===== config.mk =====
export PLATFORM = sky130hd
export DESIGN_NAME = i2c_byte_wait_ctrl
export DESIGN_NICKNAME = d
export VERILOG_FILES = /design/src/rtl/i2cw_pkg.sv /design/src/rtl/i2cw_bitcnt.sv /design/src/rtl/i2cw_event.sv /design/src/rtl/i2cw_hold.sv /design/src/rtl/i2c_byte_wait_ctrl.sv
export SDC_FILE = /design/constraint.sdc
export NUM_CORES = 1
export LEC_CHECK = 0
export ABC_AREA = 0
export BUFFER_PORTS_ARGS = -buffer_cell sky130_fd_sc_hd__clkbuf_2
export CAP_MARGIN = 20
export CORE_UTILIZATION = 35
export CTS_CLUSTER_SIZE = 28
export DETAILED_ROUTE_END_ITERATION = 10
export PLACE_DENSITY = 0.56
export SYNTH_ARGS = -nofsm -noshare
export SYNTH_HDL_FRONTEND = slang
export SYNTH_HIERARCHICAL = 1
export SYNTH_SLANG_ARGS = --single-unit
export TNS_END_PERCENT = 10

===== constraint.sdc =====
create_clock -name clk -period 5.25 [get_ports clk]
set_input_delay 1.05 -clock clk [delete_from_list [all_inputs] [get_ports clk]]
set_output_delay 1.05 -clock clk [all_outputs]
set_load 0.1 [all_outputs]

===== src/rtl/i2cw_pkg.sv =====
package i2cw_pkg;
  typedef enum logic [1:0] {
    EVT_NONE     = 2'd0,
    EVT_IRQ_ONLY = 2'd1,
    EVT_IRQ_WAIT = 2'd2
  } evt_kind_e;
endpackage


===== src/rtl/i2cw_bitcnt.sv =====
module i2cw_bitcnt #(
  parameter int BITS  = 8,
  localparam int FRAME = BITS + 1,
  localparam int CNT_W = $clog2(FRAME + 1)
) (
  input  logic             clk,
  input  logic             rst,
  input  logic             scl_fall,
  input  logic             start_det,
  input  logic             stop_det,
  output logic [CNT_W-1:0] fall_idx,
  output logic             fall_evt,
  output logic             addr_phase
);
  logic [CNT_W-1:0] cnt_q;

  assign fall_idx = (cnt_q == CNT_W'(FRAME)) ? CNT_W'(1) : cnt_q + CNT_W'(1);
  assign fall_evt = scl_fall && !start_det && !stop_det;

  always_ff @(posedge clk) begin
    if (rst) begin
      cnt_q      <= '0;
      addr_phase <= 1'b0;
    end else if (start_det) begin
      cnt_q      <= '0;
      addr_phase <= 1'b1;
    end else if (stop_det) begin
      cnt_q      <= '0;
      addr_phase <= 1'b0;
    end else if (scl_fall) begin
      cnt_q <= fall_idx;
      if (fall_idx == CNT_W'(FRAME)) addr_phase <= 1'b0;
    end
  end

  AST_CNT_RANGE: assert property (@(posedge clk) disable iff (rst)
    cnt_q <= CNT_W'(FRAME));
  AST_START_RESTARTS: assert property (@(posedge clk) disable iff (rst)
    start_det |=> (cnt_q == '0) && addr_phase);
endmodule


===== src/rtl/i2cw_event.sv =====
module i2cw_event
  import i2cw_pkg::*;
#(
  parameter int BITS  = 8,
  localparam int FRAME = BITS + 1,
  localparam int CNT_W = $clog2(FRAME + 1)
) (
  input  logic             clk,
  input  logic             rst,
  input  logic [CNT_W-1:0] fall_idx,
  input  logic             fall_evt,
  input  logic             addr_phase,
  input  logic             start_det,
  input  logic             stop_det,
  input  logic             late_sel,
  input  logic             master_mode,
  input  logic             addr_match,
  input  logic             ext_code,
  input  logic             restart_flag,
  output evt_kind_e        kind,
  output logic             ack_force_q
);
  logic at_ack_pre;
  logic at_ack_post;
  logic data_hit;
  logic sel_q;

  assign at_ack_pre  = fall_evt && (fall_idx == CNT_W'(BITS));
  assign at_ack_post = fall_evt && (fall_idx == CNT_W'(FRAME));
  assign data_hit    = late_sel ? at_ack_post : at_ack_pre;

  always_comb begin
    kind = EVT_NONE;
    if (master_mode) begin
      if (addr_phase) begin
        if (at_ack_post) kind = EVT_IRQ_WAIT;
      end else if (data_hit) begin
        kind = EVT_IRQ_WAIT;
      end
    end else if (addr_phase) begin
      if (addr_match) begin
        if (at_ack_post) kind = EVT_IRQ_WAIT;
      end else if (ext_code) begin
        if (at_ack_pre) kind = EVT_IRQ_WAIT;
      end else if (restart_flag) begin
        if (at_ack_post) kind = EVT_IRQ_ONLY;
      end
    end else if (sel_q && data_hit) begin
      kind = EVT_IRQ_WAIT;
    end
  end

  always_ff @(posedge clk) begin
    if (rst) begin
      sel_q       <= 1'b0;
      ack_force_q <= 1'b0;
    end else if (start_det || stop_det) begin
      sel_q       <= 1'b0;
      ack_force_q <= 1'b0;
    end else begin
      if (!master_mode && addr_phase && at_ack_pre && (addr_match || ext_code))
        sel_q <= 1'b1;
      if (!master_mode && addr_phase && at_ack_pre && addr_match)
        ack_force_q <= 1'b1;
      else if (at_ack_post)
        ack_force_q <= 1'b0;
    end
  end

  AST_ACKF_TARGET_ONLY: assert property (@(posedge clk) disable iff (rst)
    $rose(ack_force_q) |-> $past(!master_mode) && $past(addr_match));
  AST_UNSELECTED_QUIET: assert property (@(posedge clk) disable iff (rst)
    (!master_mode && !addr_phase && !sel_q) |-> kind == EVT_NONE);
endmodule


===== src/rtl/i2cw_hold.sv =====
module i2cw_hold (
  input  logic clk,
  input  logic rst,
  input  logic evt_wait,
  input  logic stop_det,
  input  logic master_mode,
  input  logic rel_wait,
  input  logic rel_wr,
  input  logic rel_start_req,
  input  logic rel_stop_req,
  input  logic ack_level,
  output logic hold_q,
  output logic ack_lvl_q
);
  logic rel_any;

  assign rel_any = rel_wait || rel_wr ||
                   (master_mode && (rel_start_req || rel_stop_req));

  always_ff @(posedge clk) begin
    if (rst) begin
      hold_q    <= 1'b0;
      ack_lvl_q <= 1'b0;
    end else begin
      if (rel_any && hold_q && !stop_det) ack_lvl_q <= ack_level;
      if (stop_det)      hold_q <= 1'b0;
      else if (evt_wait) hold_q <= 1'b1;
      else if (rel_any)  hold_q <= 1'b0;
    end
  end

  AST_TARGET_REQ_IGNORED: assert property (@(posedge clk) disable iff (rst)
    (hold_q && !master_mode && !rel_wait && !rel_wr && !stop_det) |=> hold_q);
  AST_CTRL_REQ_RELEASES: assert property (@(posedge clk) disable iff (rst)
    (master_mode && rel_stop_req && !evt_wait) |=> !hold_q);
  AST_STOP_CLEARS: assert property (@(posedge clk) disable iff (rst)
    stop_det |=> !hold_q);
  AST_EVT_WINS: assert property (@(posedge clk) disable iff (rst)
    (evt_wait && !stop_det) |=> hold_q);
endmodule


===== src/rtl/i2c_byte_wait_ctrl.sv =====
module i2c_byte_wait_ctrl
  import i2cw_pkg::*;
#(
  parameter int BITS = 8,
  localparam int FRAME = BITS + 1,
  localparam int CNT_W = $clog2(FRAME + 1)
) (
  input  logic clk,
  input  logic rst,
  input  logic scl_fall,
  input  logic start_det,
  input  logic stop_det,
  input  logic late_sel,
  input  logic master_mode,
  input  logic addr_match,
  input  logic ext_code,
  input  logic restart_flag,
  input  logic ack_level,
  input  logic rel_wait,
  input  logic rel_wr,
  input  logic rel_start_req,
  input  logic rel_stop_req,
  output logic irq,
  output logic scl_hold,
  output logic ack_force,
  output logic ack_lvl
);
  logic [CNT_W-1:0] fall_idx;
  logic             fall_evt;
  logic             addr_phase;
  evt_kind_e        kind;
  logic             irq_q;

  i2cw_bitcnt #(.BITS(BITS)) u_cnt (
    .clk(clk), .rst(rst), .scl_fall(scl_fall), .start_det(start_det),
    .stop_det(stop_det), .fall_idx(fall_idx), .fall_evt(fall_evt),
    .addr_phase(addr_phase)
  );

  i2cw_event #(.BITS(BITS)) u_evt (
    .clk(clk), .rst(rst), .fall_idx(fall_idx), .fall_evt(fall_evt),
    .addr_phase(addr_phase), .start_det(start_det), .stop_det(stop_det),
    .late_sel(late_sel), .master_mode(master_mode), .addr_match(addr_match),
    .ext_code(ext_code), .restart_flag(restart_flag), .kind(kind),
    .ack_force_q(ack_force)
  );

  i2cw_hold u_hold (
    .clk(clk), .rst(rst), .evt_wait(kind == EVT_IRQ_WAIT), .stop_det(stop_det),
    .master_mode(master_mode), .rel_wait(rel_wait), .rel_wr(rel_wr),
    .rel_start_req(rel_start_req), .rel_stop_req(rel_stop_req),
    .ack_level(ack_level), .hold_q(scl_hold), .ack_lvl_q(ack_lvl)
  );

  always_ff @(posedge clk) begin
    if (rst) irq_q <= 1'b0;
    else     irq_q <= (kind != EVT_NONE);
  end
  assign irq = irq_q;

  AST_IRQ_AFTER_FALL: assert property (@(posedge clk) disable iff (rst)
    irq_q |-> $past(scl_fall));
  AST_HOLD_WITH_IRQ: assert property (@(posedge clk) disable iff (rst)
    $rose(scl_hold) |-> irq_q);
endmodule


==> flow_metrics.py <==
metrics = {
    "routing": {
        "ant_nets": 0,
        "vias": 660,
        "drt_iter0_drc": 8,
        "drtPass1Iterations": 4,
        "viasPerCell": 5.16,
        "drc": 0,
        "routedWlPerCell_um": 11.0,
        "wl_um": 1410,
    },
    "pwr": {
        "peakVddDrop_v": 0.000129,
        "p_switching_mw": 0.0409,
        "p_int_mw": 0.128,
        "p_seq_share_pct": 46.5,
        "p_leak_nw": 0.351,
        "p_per_area_nw_per_um2": 198,
        "finalPower_mw": 0.169,
        "comb_power_share_pct": 11.8,
        "p_clk_share_pct": 41.7,
        "p_sw_share_pct": 24.2,
    },
    "floorplan": {
        "die_y_um": 46.9,
        "die_area_um2": 2200,
        "start_util_pct": 39.1,
        "die_w_um": 46.9,
        "rows": 15,
        "core_um2": 1800,
        "pin_count": 19,
    },
    "clock_tree": {
        "cts_root_buffer": "clkbuf_4",
        "cts_buffers": 3,
        "clkSlewWorstSetupHoldPaths_ps": 80,
        "cts_resized": 0,
        "cts.sinks": 10,
        "cts_tree": "done",
        "cts_hold_buf": 0,
        "post-cts-setup-buffers": 0,
        "clock_latency_ps": 260,
        "htree_levels": 1,
        "ctsLongestPathBuffers": 2,
    },
    "global_route": {
        "grt_pass1_vias": 516,
        "antenna_found_initial": 0,
        "grt_max_degree": 10,
        "gr-total-overflow": 0,
        "grt_pass1_wl_um": 2260,
        "gr-usage-all-layers_pct": 14.2,
    },
    "timing": {
        "tightestPinTransition_ps": 542,
        "fin_crit_sh_pct": 42.2,
        "tns_ps": 0,
        "max-slew-margin-rel_pct": 64.0,
        "period_needed_ps": 2220,
        "max_freq_mhz": 451,
        "rsz0062_at_grt": "no",
        "setup_violations": 0,
        "hold_viol": 0,
        "clock_skew_ps": 3.47,
        "drv_slew": 0,
    },
    "logic_synthesis": {
        "ys_warn_count": 6,
        "avgSynthCellArea_um2": 8.59,
        "synth-seq-cells": 10,
        "synthesis.area_um2": 704,
        "synth_fp_nets": 99,
        "syn_inst": 82,
        "synth_cell_types": 37,
        "seq_area_frac_synth_pct": 28.4,
    },
    "worst_setup_path": {
        "critPathMaxFanout": 5,
        "worstSetupStartpointType": "register",
        "critical_path.endpoint_type": "register",
        "required_ps": 5400,
        "arrival_ps": 2370,
        "critical_path_class": "register to register",
        "reg2reg_depth": 10,
    },
    "finish": {
        "layout-area-overhead-vs-synth_pct": 20.8,
        "drive_gt1_share_pct": 28.2,
        "nFillCells": 206,
        "diodes": 0,
        "nets": 121,
    },
    "run": {
        "drv_cap": 0,
    },
    "hold_path": {
        "hp-class": "register to register",
        "hold_depth": 2,
    },
    "status": {
        "outcome": "complete, no violations",
    },
    "placement": {
        "place_congestion": 0.812,
        "numPortBuffers": 18,
        "dp_hpwl_um": 1130,
    },
}
-- Yosys cell counts (all sizes together) --
master / number / share of area [%]
mux2i: 1 / 1.4
ha: 2 / 3.6
buf: 1 / 1.6
nand2: 9 / 4.8
dfxtp: 10 / 28
o41ai: 1 / 1.2
nand3b: 3 / 3.2
a21oi: 6 / 4.3
nor4: 1 / 1.8
nor2: 4 / 2.1
nor2b: 3 / 2.7
a221o: 1 / 1.4
a2bb2oi: 1 / 1.2
nand4b: 1 / 1.2
and4bb: 1 / 1.8
o21ai: 3 / 2.7
or3b: 2 / 2.8
a211oi: 1 / 1.1
and3: 1 / 0.89
a31oi: 2 / 1.8
nor3b: 1 / 1.8
nor3: 2 / 1.4
o21ba: 1 / 1.4
o211ai: 1 / 1.1
o2111ai: 2 / 2.5
and2: 3 / 2.7
o311a: 1 / 1.4
nand4bb: 1 / 1.6
nand2b: 3 / 3.7
a2111oi: 1 / 3.9
or3: 3 / 2.7
nand3: 2 / 1.4
a311oi: 1 / 1.2
inv: 6 / 3.2
-- placed cells by master (no fill, tap or decap), drive strengths merged, types with 2 or more instances in the layout --
cell	n
ha	2
nor2	4
nand2b	3
inv	6
o2111ai	2
nand3b	3
nand3	2
or3	3
nand2	9
dfxtp	10
or3b	2
clkbuf	22
a21oi	6
and2	3
nor2b	3
nor3	2
o21ai	3
a31oi	2
-- layer usage --
layer	GRT usage [%]	up-vias	routed length [um]
li1	-	352	-
met1	22.6	294	754
met2	19.7	12	590
met3	3.46	2	57
met4	1.71	0	8
met5	0	-	0
-- stage by stage --
step	utilization (%)	hold WS (ps)	instance area [um^2]	worst slack (ps)	cells
floorplan	-	443	704	3060	82
global placement	45.2	482	815	2860	124
detailed placement	45.2	474	815	2810	124
CTS	47.2	486	851	3020	128
global route	47.2	517	851	2840	128
finish	47.2	482	851	3030	128
-- final timing paths --
check / startpoint / endpoint / slack (ps)
worst max-delay path: u_cnt/cnt_q[1]$_SDFFE_PP0P_ / u_hold/hold_q$_SDFFE_PP0P_ / 3030
worst max register to register: u_cnt/cnt_q[1]$_SDFFE_PP0P_ / u_hold/hold_q$_SDFFE_PP0P_ / 3030
worst min register to register: u_evt/sel_q$_SDFFE_PP0P_ / u_evt/sel_q$_SDFFE_PP0P_ / 480
worst min-delay path: u_evt/sel_q$_SDFFE_PP0P_ / u_evt/sel_q$_SDFFE_PP0P_ / 480
-- layout make-up --
cell class / instances / area, um^2 / share of cell area (%)
Multi-Input combinational cell: 65 / 470 / 55.3
Tap cell: 25 / 31.3 / 3.68
Inverter: 6 / 22.5 / 2.65
Sequential cell: 10 / 200 / 23.5
Timing Repair Buffer: 18 / 90.1 / 10.6
Clock buffer: 4 / 36.3 / 4.26
-- power by group through the flow --
stage / Combinational, mW / Sequential [mW] / Clock, mW
after floorplan: 0.00973 / 0.0798 / 0
after global placement: 0.0200 / 0.0801 / 0
after detailed placement: 0.0199 / 0.0802 / 0
after CTS: 0.0200 / 0.0783 / 0.0735
after global routing: 0.0221 / 0.0786 / 0.0778
final: 0.0199 / 0.0784 / 0.0704
-- sequential cells by signal, summed over array words and instances, names as in the netlist --
signal and count:
irq 1, u_cnt/addr_phase 1, u_cnt/cnt_q 4, u_evt/ack_force_q 1, u_evt/sel_q 1, u_hold/ack_lvl_q 1
u_hold/hold_q 1
-- critical path, stage by stage, from the launching register on --
cell and delay (ps):
dfxtp_1 390, inv_1 60, ha_1 220, or3b_4 380, o211ai_1 110, and4bb_2 310
nand2_1 80, nor4_2 270, nor2b_1 80, a31oi_1 140, nor3_1 60
-- cells by family (layout without fill, tap and decap cells) --
group | Yosys count | in the layout | synth area share [%]
AO/OA/AOI/OAI | 22 | 22 | 25.2
buffers and inverters | 7 | 28 | 4.80
multiplexers | 1 | 1 | 1.42
flip-flops | 10 | 10 | 28.4
adder cells (fa/ha/maj) | 2 | 2 | 3.55
AND/OR/NAND/NOR | 40 | 40 | 36.6
Note: power is estimated with default switching activity, not from simulation.
